`config.mk`:
```
export PLATFORM = sky130hd
export DESIGN_NAME = scr_keystream
export DESIGN_NICKNAME = d
export VERILOG_FILES = /design/src/rtl/scr_pkg.sv /design/src/rtl/scr_bit_step.sv /design/src/rtl/scr_advance.sv /design/src/rtl/scr_ctx_reg.sv /design/src/rtl/scr_keystream.sv
export SDC_FILE = /design/constraint.sdc
export NUM_CORES = 1
export LEC_CHECK = 0
export BUFFER_PORTS_ARGS = -buffer_cell sky130_fd_sc_hd__buf_2
export CAP_MARGIN = 20
export CORE_MARGIN = 2
export CORE_UTILIZATION = 60
export DETAILED_ROUTE_END_ITERATION = 10
export GPL_TIMING_DRIVEN = 0
export PLACE_DENSITY = 0.84
export SLEW_MARGIN = 20
export SYNTH_ARGS = -nofsm -noshare
export SYNTH_HDL_FRONTEND = slang
export SYNTH_HIERARCHICAL = 1
export SYNTH_SLANG_ARGS = --single-unit
export TNS_END_PERCENT = 10
```
`constraint.sdc`:
```
create_clock -name clk -period 21.6 [get_ports clk]
set_input_delay 2.16 -clock clk [delete_from_list [all_inputs] [get_ports clk]]
set_output_delay 2.16 -clock clk [all_outputs]
set_load 0.03 [all_outputs]
```
`src/rtl/scr_pkg.sv`:
```
// Shared definitions for the keystream scrambler.
// Assumes a 16-bit feedback context; the word width is set per instance.
package scr_pkg;
    localparam int unsigned CTX_W = 16;
    localparam int unsigned CTX_MSB = CTX_W - 1;
    typedef logic [CTX_W-1:0] ctx_t;
endpackage

```
`src/rtl/scr_bit_step.sv`:
```
// One Galois bit-step of the feedback register.
// Emits the current top bit, shifts left, and folds the taps in when that bit is 1.
// Assumes POLY holds the polynomial without its x^CTX_W term.
module scr_bit_step
    import scr_pkg::*;
#(
    parameter ctx_t POLY = 16'hA011
) (
    input  ctx_t st_i,
    output ctx_t st_o,
    output logic bit_o
);
    // Purpose: produce the output bit and the state after one step.
    always_comb begin
        bit_o = st_i[CTX_MSB];
        st_o  = {st_i[CTX_MSB-1:0], 1'b0} ^ (st_i[CTX_MSB] ? POLY : '0);
    end
endmodule

```
`src/rtl/scr_advance.sv`:
```
// Unrolled chain of WORD_W bit-steps.
// Bit i of the word comes from step i, so bit 0 is the earliest.
// The state after the last step is the next context.
// Assumes WORD_W >= 1; the logic depth grows linearly with WORD_W.
module scr_advance
    import scr_pkg::*;
#(
    parameter int unsigned WORD_W = 32,
    parameter ctx_t        POLY   = 16'hA011
) (
    input  ctx_t              ctx_i,
    output logic [WORD_W-1:0] word_o,
    output ctx_t              ctx_o
);
    ctx_t chain [WORD_W+1];

    assign chain[0] = ctx_i;

    for (genvar g = 0; g < WORD_W; g++) begin : g_step
        scr_bit_step #(.POLY(POLY)) u_step (
            .st_i  (chain[g]),
            .st_o  (chain[g+1]),
            .bit_o (word_o[g])
        );
    end

    assign ctx_o = chain[WORD_W];
endmodule

```
`src/rtl/scr_ctx_reg.sv`:
```
// Context register for the keystream scrambler.
// Synchronous active-low reset loads SEED and takes priority over ce.
// Assumes SEED is nonzero; otherwise the sequence sticks at zero.
module scr_ctx_reg
    import scr_pkg::*;
#(
    parameter ctx_t SEED = 16'hF0F6
) (
    input  logic clk,
    input  logic rst_n,
    input  logic ce,
    input  ctx_t nxt_i,
    output ctx_t ctx_o
);
    // Purpose: hold the context; reload the seed on reset, advance when enabled.
    always_ff @(posedge clk) begin
        if (!rst_n)
            ctx_o <= SEED;
        else if (ce)
            ctx_o <= nxt_i;
    end

    // with ce low the context is held.
    a_r5_hold: assert property (@(posedge clk) disable iff (!rst_n)
        !ce |=> $stable(ctx_o));

    // an enabled edge takes the state computed by the advance chain.
    a_r4_advance: assert property (@(posedge clk) disable iff (!rst_n)
        ce |=> (ctx_o == $past(nxt_i)));

    // the context never collapses to zero.
    a_r8_ctx_nonzero: assert property (@(posedge clk) disable iff (!rst_n)
        ctx_o != '0);
endmodule

```
`src/rtl/scr_keystream.sv`:
```
// Top of the word-wide scrambler keystream generator.
// Presents WORD_W keystream bits each cycle, computed combinationally
// from a 16-bit registered context. ce advances the context by WORD_W steps.
// Assumes the payload XOR is done outside this block.
module scr_keystream
    import scr_pkg::*;
#(
    parameter int unsigned WORD_W = 32,
    parameter ctx_t        POLY   = 16'hA011,
    parameter ctx_t        SEED   = 16'hF0F6
) (
    input  logic              clk,
    input  logic              rst_n,
    input  logic              ce,
    output logic [WORD_W-1:0] key_o
);
    ctx_t ctx_q;
    ctx_t ctx_nxt;

    scr_advance #(.WORD_W(WORD_W), .POLY(POLY)) u_adv (
        .ctx_i  (ctx_q),
        .word_o (key_o),
        .ctx_o  (ctx_nxt)
    );

    scr_ctx_reg #(.SEED(SEED)) u_reg (
        .clk   (clk),
        .rst_n (rst_n),
        .ce    (ce),
        .nxt_i (ctx_nxt),
        .ctx_o (ctx_q)
    );

    // the lowest word bit is the top context bit before any step.
    a_r2_first_bit: assert property (@(posedge clk) disable iff (!rst_n)
        key_o[0] == ctx_q[CTX_MSB]);

    // the edge after a reset edge shows the word of the seed state.
    a_r1_seed: assert property (@(posedge clk) disable iff (!rst_n)
        $rose(rst_n) |-> (ctx_q == SEED));

    // with at least CTX_W bits per word, a nonzero state never gives a zero word.
    if (WORD_W >= CTX_W) begin : g_nz
        a_r8_key_nonzero: assert property (@(posedge clk) disable iff (!rst_n)
            key_o != '0);
    end
endmodule

```
==> results.rst, run 1 <==
.. list-table::
   :header-rows: 1

   * - Metric
     - Value
   * - Syn_nets
     - 598
   * - Sequential-to-total area share from yosys stat
     - 6.68%
   * - CP max-delay cell
     - sky130_fd_sc_hd__xor2_1
   * - Final number of setup-violating endpoints
     - 0
   * - Clock network latency to the later pin of the worst-skew pair
     - 0.25 ns
   * - Core region area
     - 7730 µm²
   * - Yosys warning total
     - 6
   * - Synth Area per Inst
     - a little over 8 µm²
   * - Regs by FF count
     - u_reg/ctx_o: 16 flops
   * - Library cell occupying the most area in the post-synthesis netlist
     - sky130_fd_sc_hd__buf_4
   * - TritonCTS clock tree
     - yes
   * - Final period utilization
     - about nine tenths
   * - Number of enable flip-flop cells after synthesis
     - 0
   * - FMAX
     - 52.3 MHz
   * - Flip-flop count of the largest register, all copies and words added
     - 16
   * - Netlist area before placement
     - 4790 µm²
   * - Initial standard-cell utilization of the core
     - 62.0%
   * - Via count
     - 2,584
   * - Total Negative Setup Slacks
     - 0 ns
   * - Required time at the endpoint of the critical path
     - between 15 and 20 ns
   * - Flip-flop cell with the highest count after synthesis
     - sky130_fd_sc_hd__dfxtp_1
   * - Wire length of the first global-routing pass
     - between 10,000 and 15,000 µm
   * - Post-detail-place hpwl
     - 5210 µm
   * - Reg-to-reg endpoint
     - u_reg/ctx_o[13]
   * - Wire per inst
     - 8.24 µm
   * - Largest net degree at the start of global routing
     - 11
   * - Most frequently used cell type in the post-synthesis netlist
     - sky130_fd_sc_hd__buf_4
   * - Slew at the pin closest to its max-slew limit
     - 0.689 ns
   * - Top post-synthesis cells by area
     - sky130_fd_sc_hd__buf_4 (70%), sky130_fd_sc_hd__xor2_1 (18%), sky130_fd_sc_hd__dfxtp_1 (6.7%)
   * - Worst Hold Class
     - flop to flop
   * - Netlist cell types
     - 9
   * - Proportion of register bits with asynchronous set or reset after synthesis
     - 0%
   * - Root cell of the clock tree
     - sky130_fd_sc_hd__clkbuf_8
   * - Number of storage elements in the synthesis netlist
     - 16
   * - Setup slack on the worst flop-to-flop path
     - about 4.8 ns
   * - Chip Height
     - 93.4 µm
   * - Largest fanout of any net on the critical path
     - 6
   * - Clock skew after layout
     - 0.00474 ns
   * - Full die area
     - 8720 µm²
   * - DRC violations left
     - 0
   * - Normalized max-slew margin
     - 53.9%
   * - Critical path arrival
     - 16.94 ns
   * - Antenna violations before repair
     - 0
   * - Number of instances on the worst hold path
     - 2
   * - Via density per instance
     - 3.52
   * - Die width
     - 93.4 µm
   * - Count of endpoints failing hold in the final timing report
     - 0
   * - Launch instance of the worst register-to-register path
     - u_reg/ctx_o[15]
   * - Post-layout minimum cycle time
     - about 19 ns
   * - Layout cell share with drive strength beyond 1
     - 77.1%
   * - Mapped Cells
     - 595
   * - Drt first-iter violations
     - 23
   * - Crit end category
     - output pin
   * - Stage delay of the slowest cell on the critical path
     - just over 0.6 ns
   * - Largest register by flop count
     - u_reg/ctx_o
   * - Status
     - complete, no violations
   * - Global route total overflow
     - 0
   * - Most numerous cell on the critical path
     - sky130_fd_sc_hd__xor2_1
   * - Source of the worst hold timing path
     - u_reg/ctx_o[7]
   * - Overall fraction of global-route tracks in use
     - 14.9%
   * - Number of max-slew violations in the final report
     - 0
   * - Post-layout nets
     - 636
   * - Vias in the first global route
     - around 2,500
   * - Endpoint of the worst hold path
     - u_reg/ctx_o[7]
   * - Reg clk slew, reported paths
     - 0.06 ns
   * - Clock buffers created by TritonCTS
     - 3
   * - Core Rows
     - 32
   * - Relative area change from synthesis to final layout
     - 7.25%
   * - Ranking of synthesized cells by instance count
     - sky130_fd_sc_hd__buf_4 (448), sky130_fd_sc_hd__xor2_1 (96), sky130_fd_sc_hd__dfxtp_1 (16), sky130_fd_sc_hd__mux2i_1 (16), sky130_fd_sc_hd__nand2_1 (10)
   * - Post-CTS Setup Inserts
     - 0
   * - Worst r2r path cells
     - 34
   * - Routability cong.
     - 0.826
   * - Final WL
     - ~6000 µm
   * - TritonRoute pass-1 iters
     - 4
   * - Post-Place Setup Slack
     - 2.40 ns
   * - I/O Buffers
     - 33
   * - Type of the worst setup path
     - flop to output pin
   * - Hold buffers post-CTS
     - 0
   * - RSZ-0062 raised after global routing
     - false
   * - Post-synth top area share
     - 70.1%
   * - Sink count of the clock tree
     - 16
   * - Antenna Diode Count
     - 0
   * - Number of nets with antenna violations after detailed routing
     - 0
   * - Top-level I/O count
     - 35
   * - Bufs on Longest Clock Path
     - 2
   * - Total number of H-tree levels
     - 1
   * - Nature of the critical path startpoint
     - flop
   * - Post-cts repair resize count
     - 0
   * - Maxcap violations
     - 0
   * - Least setup slack across all paths after layout
     - 2.50 ns
-- worst max-delay path by stage --
stage / cells after the start / from / slack, ns / end
floorplan: 32 / u_reg/ctx_o[15] / 6.53 / key_o[31]
global placement: 33 / u_reg/ctx_o[15] / 2.87 / key_o[31]
detailed placement: 33 / u_reg/ctx_o[15] / 2.40 / key_o[31]
CTS: 33 / u_reg/ctx_o[15] / 2.00 / key_o[31]
global route: 33 / u_reg/ctx_o[15] / 0.95 / key_o[31]
finish: 33 / u_reg/ctx_o[15] / 2.50 / key_o[31]
-- cell type report --
type                    instances  area (µm²)
multi-input cells             128        1080
repair buffers                 33         165
flip-flops and latches         16         320
clock buffers                   4        55.1
fillers                       693        2580
well taps                     102         128
plain buffers                 451        3400
-- routing by layer --
metal | GRT usage [%] | part of all wire (%) | vias up
met1 | 19.3 | 45 | 1138
met4 | 1.84 | 0 | 0
met5 | 0 | 0 | -
met2 | 27.9 | 54 | 20
met3 | 0.725 | 1.6 | 0
li1 | - | - | 1426
-- logic make-up after synthesis --
kind of cell | Yosys count | share of synthesized area, %
xor+xnor | 96 | 17.5
mux | 16 | 3.34
simple gates | 16 | 1.57
flops | 16 | 6.68
buf+inv | 451 | 70.9
-- per-stage QoR --
| stage | util (%) | cell area [µm²] | instances | hold slack (ns) |
|---|---|---|---|---|
| after floorplan | - | 4790 | 595 | 0.443 |
| after global placement | 65.8 | 5090 | 730 | 0.458 |
| after detailed placement | 65.8 | 5090 | 730 | 0.465 |
| after CTS | 66.5 | 5140 | 734 | 0.482 |
| after global routing | 66.5 | 5140 | 734 | 0.519 |
| final | 66.5 | 5140 | 734 | 0.478 |
-- worst max-delay path, delay by kind of cell (launching register included) --
family	cells	cell delay (ns)
flip-flops	1	0.48
buffers and inverters	2	0.39
XOR/XNOR	31	15.80
-- cells in the final DEF, fill, tap and decap left out, drive strengths merged --
cell type,count
mux2i,16
nand2,10
xor2,96
dfxtp,16
buf,483
clkbuf,5
nor2b,6
Power of run 1 is left out: the tool's default activity adds up to more than one toggle a clock period on the data nets, which glitch-free logic cannot reach.
==> run 2: changes to the inputs <==
--- a/config.mk
+++ b/config.mk
@@ -10,6 +10,6 @@
 export CORE_MARGIN = 2
-export CORE_UTILIZATION = 60
+export CORE_UTILIZATION = 59
 export DETAILED_ROUTE_END_ITERATION = 10
 export GPL_TIMING_DRIVEN = 0
-export PLACE_DENSITY = 0.84
+export PLACE_DENSITY = 0.83
 export SLEW_MARGIN = 20
==> constraint.sdc (replaced) <==
create_clock -name clk -period 22.1 [get_ports clk]
set_input_delay 2.21 -clock clk [delete_from_list [all_inputs] [get_ports clk]]
set_output_delay 2.21 -clock clk [all_outputs]
set_load 0.01 [all_outputs]
==> run 2 against run 1 <==
Net effect: global-route usage down 0.69 points; non-clock buffer count did not move; die area increased by 1.6%; worst hold slack lost 0.0030 ns; via count down 1.6%; largest cell class unchanged.
==> results.rst, run 2 (synthesis results as in run 1) <==
.. list-table::
   :header-rows: 1

   * - Metric
     - Value
   * - TritonCTS clock tree
     - yes
   * - Met3 layer usage reported by global route
     - 0.722% (-0.0029 points)
   * - RSZ-0062 raised after global routing
     - false
   * - Routability cong.
     - 0.801 (-3.0%)
   * - Type of the worst setup path
     - flop to output pin
   * - Reg clk slew, reported paths
     - 0.06 ns (about the same)
   * - Post-detail-place hpwl
     - 5020 µm (-3.6%)
   * - Clock skew after layout
     - 0.00451 ns (-0.000226 ns)
   * - Met1 GRT Util
     - 17.4% (-1.9 points)
   * - Largest fanout of any net on the critical path
     - 6 (unchanged)
   * - Worst r2r path cells
     - 34 (unchanged)
   * - Initial standard-cell utilization of the core
     - 61.4% (-0.64 points)
   * - Number of instances on the worst hold path
     - 2 (unchanged)
   * - Chip Height
     - 94.1 µm (+0.81%)
   * - Worst hold slack after final layout
     - 0.475 ns (-0.00302 ns)
   * - Bufs on Longest Clock Path
     - 2 (unchanged)
   * - Clock network latency to the later pin of the worst-skew pair
     - 0.24 ns (about the same)
   * - Layout cell share with drive strength beyond 1
     - 77.1% (unchanged)
   * - Count of endpoints failing hold in the final timing report
     - 0 (unchanged)
   * - Full die area
     - 8860 µm² (+1.6%)
   * - Largest net degree at the start of global routing
     - 11 (unchanged)
   * - Post-layout nets
     - 636 (unchanged)
   * - Required time at the endpoint of the critical path
     - 19.89 ns (+0.45 ns)
   * - Slew at the pin closest to its max-slew limit
     - 0.697 ns (+0.00794 ns)
   * - Flip-flop count of the largest register, all copies and words added
     - 16 (unchanged)
   * - Status
     - complete, no violations
   * - Normalized max-slew margin
     - 53.4% (-0.53 points)
   * - Largest register by flop count
     - u_reg/ctx_o
   * - Overall fraction of global-route tracks in use
     - 14.2% (-0.69 points)
   * - Antenna Diode Count
     - 0 (unchanged)
   * - Commonest cells after routing, fill and taps aside
     - sky130_fd_sc_hd__buf_4 (448), sky130_fd_sc_hd__xor2_1 (96), sky130_fd_sc_hd__buf_2 (33), sky130_fd_sc_hd__mux2i_1 (16), sky130_fd_sc_hd__dfxtp_1 (16)
   * - Total number of H-tree levels
     - 1 (unchanged)
   * - Source of the worst hold timing path
     - u_reg/ctx_o[7]
   * - FMAX
     - approximately 53 MHz
   * - Global route total overflow
     - 0 (unchanged)
   * - Root cell of the clock tree
     - sky130_fd_sc_hd__clkbuf_8
   * - Nature of the critical path startpoint
     - flop
   * - Number of max-slew violations in the final report
     - 0 (unchanged)
   * - Crit end category
     - output pin
   * - Post-layout minimum cycle time
     - 19.04 ns
   * - Met2 demand-to-capacity share in global routing
     - 28.1% (+0.16 points)
   * - Worst setup path startpoint
     - u_reg/ctx_o[15]
   * - Wire length of the first global-routing pass
     - 10,400 µm (-2.0%)
   * - Hold buffers post-CTS
     - 0 (unchanged)
   * - Stage delay of the slowest cell on the critical path
     - 0.62 ns (about the same)
   * - Commonest non-fill, non-tap cell in the layout
     - sky130_fd_sc_hd__buf_4
   * - Via density per instance
     - 3.46 (-1.6%)
   * - Layer with the highest usage after global routing
     - met2
   * - Core region area
     - 7810 µm² (+1.0%)
   * - Most numerous cell on the critical path
     - sky130_fd_sc_hd__xor2_1
   * - Regs by FF count
     - u_reg/ctx_o: 16 flops
   * - TritonRoute pass-1 iters
     - 4 (unchanged)
   * - Number of nets with antenna violations after detailed routing
     - 0 (unchanged)
   * - Worst Hold Class
     - flop to flop
   * - Post-cts repair resize count
     - 0 (unchanged)
   * - Total Negative Setup Slacks
     - 0 ns (unchanged)
   * - Relative area change from synthesis to final layout
     - 7.25% (unchanged)
   * - Core Rows
     - 32 (unchanged)
   * - Clock buffers created by TritonCTS
     - 3 (unchanged)
   * - Die width
     - 94.1 µm (+0.81%)
   * - Post-CTS Setup Inserts
     - 0 (unchanged)
   * - Sink count of the clock tree
     - 16 (unchanged)
   * - Final number of setup-violating endpoints
     - 0 (unchanged)
   * - Maxcap violations
     - 0 (unchanged)
   * - Top-level I/O count
     - 35 (unchanged)
   * - CP max-delay cell
     - sky130_fd_sc_hd__xor2_1
   * - Final WL
     - 5830 µm (-3.5%)
   * - Antenna violations before repair
     - 0 (unchanged)
   * - Via count
     - 2,543 (-1.6%)
   * - I/O Buffers
     - 33 (unchanged)
   * - Vias in the first global route
     - 2,482 (+0.89%)
   * - Critical path arrival
     - 16.83 ns (-0.11 ns)
   * - DRC violations left
     - 0 (unchanged)
   * - Launch instance of the worst register-to-register path
     - u_reg/ctx_o[15]
   * - Drt first-iter violations
     - 18 (-22%)
   * - Final period utilization
     - 86.2%
   * - Wire per inst
     - 7.95 µm (-3.5%)
[run 2: cell counts in the layout (fill, tap and decap cells not counted)]
No cell type changed its count.
[run 2: through the flow]
| stage | setup slack, ns | util [%] | instance area (µm²) | std cells |
|---|---|---|---|---|
| after CTS | 2.64 | 65.9 | 5140 | 734 |
| final | 3.06 | 65.9 | 5140 | 734 |
| after global placement | 3.29 | 65.2 | 5090 | 730 |
| after floorplan | 7.02 | - | 4790 | 595 |
| after global routing | 1.51 | 65.9 | 5140 | 734 |
| after detailed placement | 2.99 | 65.2 | 5090 | 730 |
[run 2: cell type report]
| class | count | area [µm²] |
|---|---|---|
| fillers | 687 | 2670 |
| multi-input cells | 128 | 1080 |
| flip-flops and latches | 16 | 320 |
| clock buffers | 4 | 55.1 |
| repair buffers | 33 | 165 |
| plain buffers | 451 | 3400 |
| well taps | 102 | 128 |
[run 2: metal layers]
layer | wire [µm] | part of all wire [%]
met5 | 0 | 0
met4 | 0 | 0
met3 | 94 | 1.6
met2 | 3060 | 52
met1 | 2680 | 46
[run 2: final timing paths]
kind	to	slack [ns]
worst max-delay path	key_o[31]	3.06
worst min-delay path	u_reg/ctx_o[7]	0.48
worst max register to register	u_reg/ctx_o[15]	5.31
worst min register to register	u_reg/ctx_o[7]	0.48
[run 2: critical path: cells and delay by family, from the launching register on]
family,cells,cell delay (ns)
xor gates and xnor gates,31,15.75
DFF,1,0.49
buffers and inverters,2,0.33
Power of run 2 is left out for the same reason.
==> run 3: changes to the inputs <==
- BUFFER_PORTS_ARGS: -buffer_cell sky130_fd_sc_hd__buf_2 -> -buffer_cell sky130_fd_sc_hd__buf_4
- CAP_MARGIN: 20 -> 15
==> run 3 against run 2 <==
Net effect: critical path type unchanged; register-to-register slack better by 0.15 ns; wire length grew 2.1%; highest routed layer is now met4; clock skew fell by 0.0031 ns; global-route usage up 0.41 points; setup slack improved by 0.19 ns.
==> results.rst, run 3 (synthesis results as in run 1) <==
.. list-table::
   :header-rows: 1

   * - Metric
     - Value
   * - Post-cts repair resize count
     - 0 (unchanged)
   * - Reg clk slew, reported paths
     - 0.06 ns (about the same)
   * - Stage delay of the slowest cell on the critical path
     - 0.58 ns (-0.04 ns)
   * - Die width
     - 94.1 µm (unchanged)
   * - Flip-flop count of the largest register, all copies and words added
     - 16 (unchanged)
   * - Most numerous cell on the critical path
     - sky130_fd_sc_hd__xor2_1
   * - Final period utilization
     - 85.3% (-0.85 points)
   * - Clock skew after layout
     - 0.00138 ns (-0.00313 ns)
   * - Sink count of the clock tree
     - 16 (unchanged)
   * - Top-level I/O count
     - 35 (unchanged)
   * - Post-detail-place hpwl
     - 5100 µm (+1.6%)
   * - Final cell count without fillers
     - 734 (unchanged)
   * - Antenna violations before repair
     - 0 (unchanged)
   * - Maxcap violations
     - 0 (unchanged)
   * - Required time at the endpoint of the critical path
     - 19.89 ns (about the same)
   * - Post-CTS Setup Inserts
     - 0 (unchanged)
   * - Full die area
     - 8860 µm² (unchanged)
   * - Largest register by flop count
     - u_reg/ctx_o
   * - TritonRoute pass-1 iters
     - 4 (unchanged)
   * - Drt first-iter violations
     - 19 (+1)
   * - Global route total overflow
     - 0 (unchanged)
   * - Commonest non-fill, non-tap cell in the layout
     - sky130_fd_sc_hd__buf_4
   * - Largest fanout of any net on the critical path
     - 6 (unchanged)
   * - Relative area change from synthesis to final layout
     - 8.98%
   * - Hold buffers post-CTS
     - 0 (unchanged)
   * - Type of the worst setup path
     - flop to output pin
   * - Initial standard-cell utilization of the core
     - 61.4% (unchanged)
   * - Number of max-slew violations in the final report
     - 0 (unchanged)
   * - Largest net degree at the start of global routing
     - 11 (unchanged)
   * - I/O Buffers
     - 33 (unchanged)
   * - Regs by FF count
     - u_reg/ctx_o: 16 flops
   * - Worst Hold Class
     - flop to flop
   * - FMAX
     - 53.0 MHz (+1.0%)
   * - Worst hold slack after final layout
     - 0.476 ns (+0.000597 ns)
   * - Normalized max-slew margin
     - 56.8% (+3.4 points)
   * - Wire per inst
     - 8.11 µm (+2.1%)
   * - Slew at the pin closest to its max-slew limit
     - 0.646 ns (-0.0505 ns)
   * - Final WL
     - 5960 µm (+2.1%)
   * - Bufs on Longest Clock Path
     - 2 (unchanged)
   * - Wire length of the first global-routing pass
     - 10,400 µm (+0.53%)
   * - Status
     - complete, no violations
   * - Footprint of the multi-input gates
     - 1080 µm² (unchanged)
   * - Clock buffers created by TritonCTS
     - 3 (unchanged)
   * - CP max-delay cell
     - sky130_fd_sc_hd__xor2_1
   * - Commonest cells after routing, fill and taps aside
     - sky130_fd_sc_hd__buf_4 (481), sky130_fd_sc_hd__xor2_1 (96), sky130_fd_sc_hd__mux2i_1 (16), sky130_fd_sc_hd__dfxtp_1 (16), sky130_fd_sc_hd__nand2_1 (10)
   * - Critical path arrival
     - 16.64 ns (-0.19 ns)
   * - RSZ-0062 raised after global routing
     - false
   * - Post-layout minimum cycle time
     - 18.85 ns (-0.188 ns)
   * - Core region area
     - 7810 µm² (unchanged)
   * - Overall fraction of global-route tracks in use
     - 14.6% (+0.41 points)
   * - Final number of setup-violating endpoints
     - 0 (unchanged)
   * - Vias in the first global route
     - 2,426 (-2.3%)
   * - Root cell of the clock tree
     - sky130_fd_sc_hd__clkbuf_8
   * - Number of cells after detailed placement
     - 730 (unchanged)
   * - Total Negative Setup Slacks
     - 0 ns (unchanged)
   * - Via count
     - 2,561 (+0.71%)
   * - Via density per instance
     - 3.49 (+0.71%)
   * - TritonCTS clock tree
     - yes
   * - Layout fillers
     - 692 (+0.73%)
   * - Total number of H-tree levels
     - 1 (unchanged)
   * - Nature of the critical path startpoint
     - flop
   * - Layout cell share with drive strength beyond 1
     - 77.1% (unchanged)
   * - Count of endpoints failing hold in the final timing report
     - 0 (unchanged)
   * - DRC violations left
     - 0 (unchanged)
   * - Post-layout nets
     - 636 (unchanged)
   * - Chip Height
     - 94.1 µm (unchanged)
   * - Register Area
     - 320 µm² (unchanged)
   * - Core Rows
     - 32 (unchanged)
   * - Routability cong.
     - 0.807 (+0.85%)
   * - Clock network latency to the later pin of the worst-skew pair
     - 0.25 ns (about the same)
   * - Crit end category
     - output pin
   * - Antenna Diode Count
     - 0 (unchanged)
   * - Number of nets with antenna violations after detailed routing
     - 0 (unchanged)
## run 3: cell count changes in the layout (fill, tap and decap cells not counted)
cell,delta
sky130_fd_sc_hd__buf_2,-33
sky130_fd_sc_hd__buf_4,+33
## run 3: final cells by class
type	instances	share of cell area [%]
repair buffers	33	4.74
clock buffers	4	1.05
plain buffers	451	65.0
well taps	102	2.44
multi-input cells	128	20.6
flip-flops and latches	16	6.13
## run 3: per-layer routing
layer	up-vias	GRT usage [%]	wire, µm
met1	1100	17.9	2700
met2	26	28.3	3110
met5	-	0	0
met3	7	1.28	106
li1	1428	-	-
met4	0	1.81	36
## run 3: critical path: cells and delay by family, from the launching register on
kind      cells  cell delay (ns)
xor+xnor     31            15.55
flops         1             0.49
buf+inv       2             0.32
## run 3: final timing paths
path / from / end / slack, ns / depth (start not counted)
min reg2reg: u_reg/ctx_o[7] / u_reg/ctx_o[7] / 0.48 / 2
max: u_reg/ctx_o[15] / key_o[31] / 3.25 / 33
min: u_reg/ctx_o[7] / u_reg/ctx_o[7] / 0.48 / 2
max reg2reg: u_reg/ctx_o[15] / u_reg/ctx_o[13] / 5.46 / 34
## run 3: per-stage QoR
stage / util [%] / area [µm²] / worst slack [ns]
floorplan: - / 4790 / 7.02
global placement: 66.2 / 5170 / 3.33
detailed placement: 66.2 / 5170 / 3.29
CTS: 66.9 / 5230 / 2.89
global route: 66.9 / 5230 / 1.57
finish: 66.9 / 5230 / 3.25
Power of run 3 is left out for the same reason.
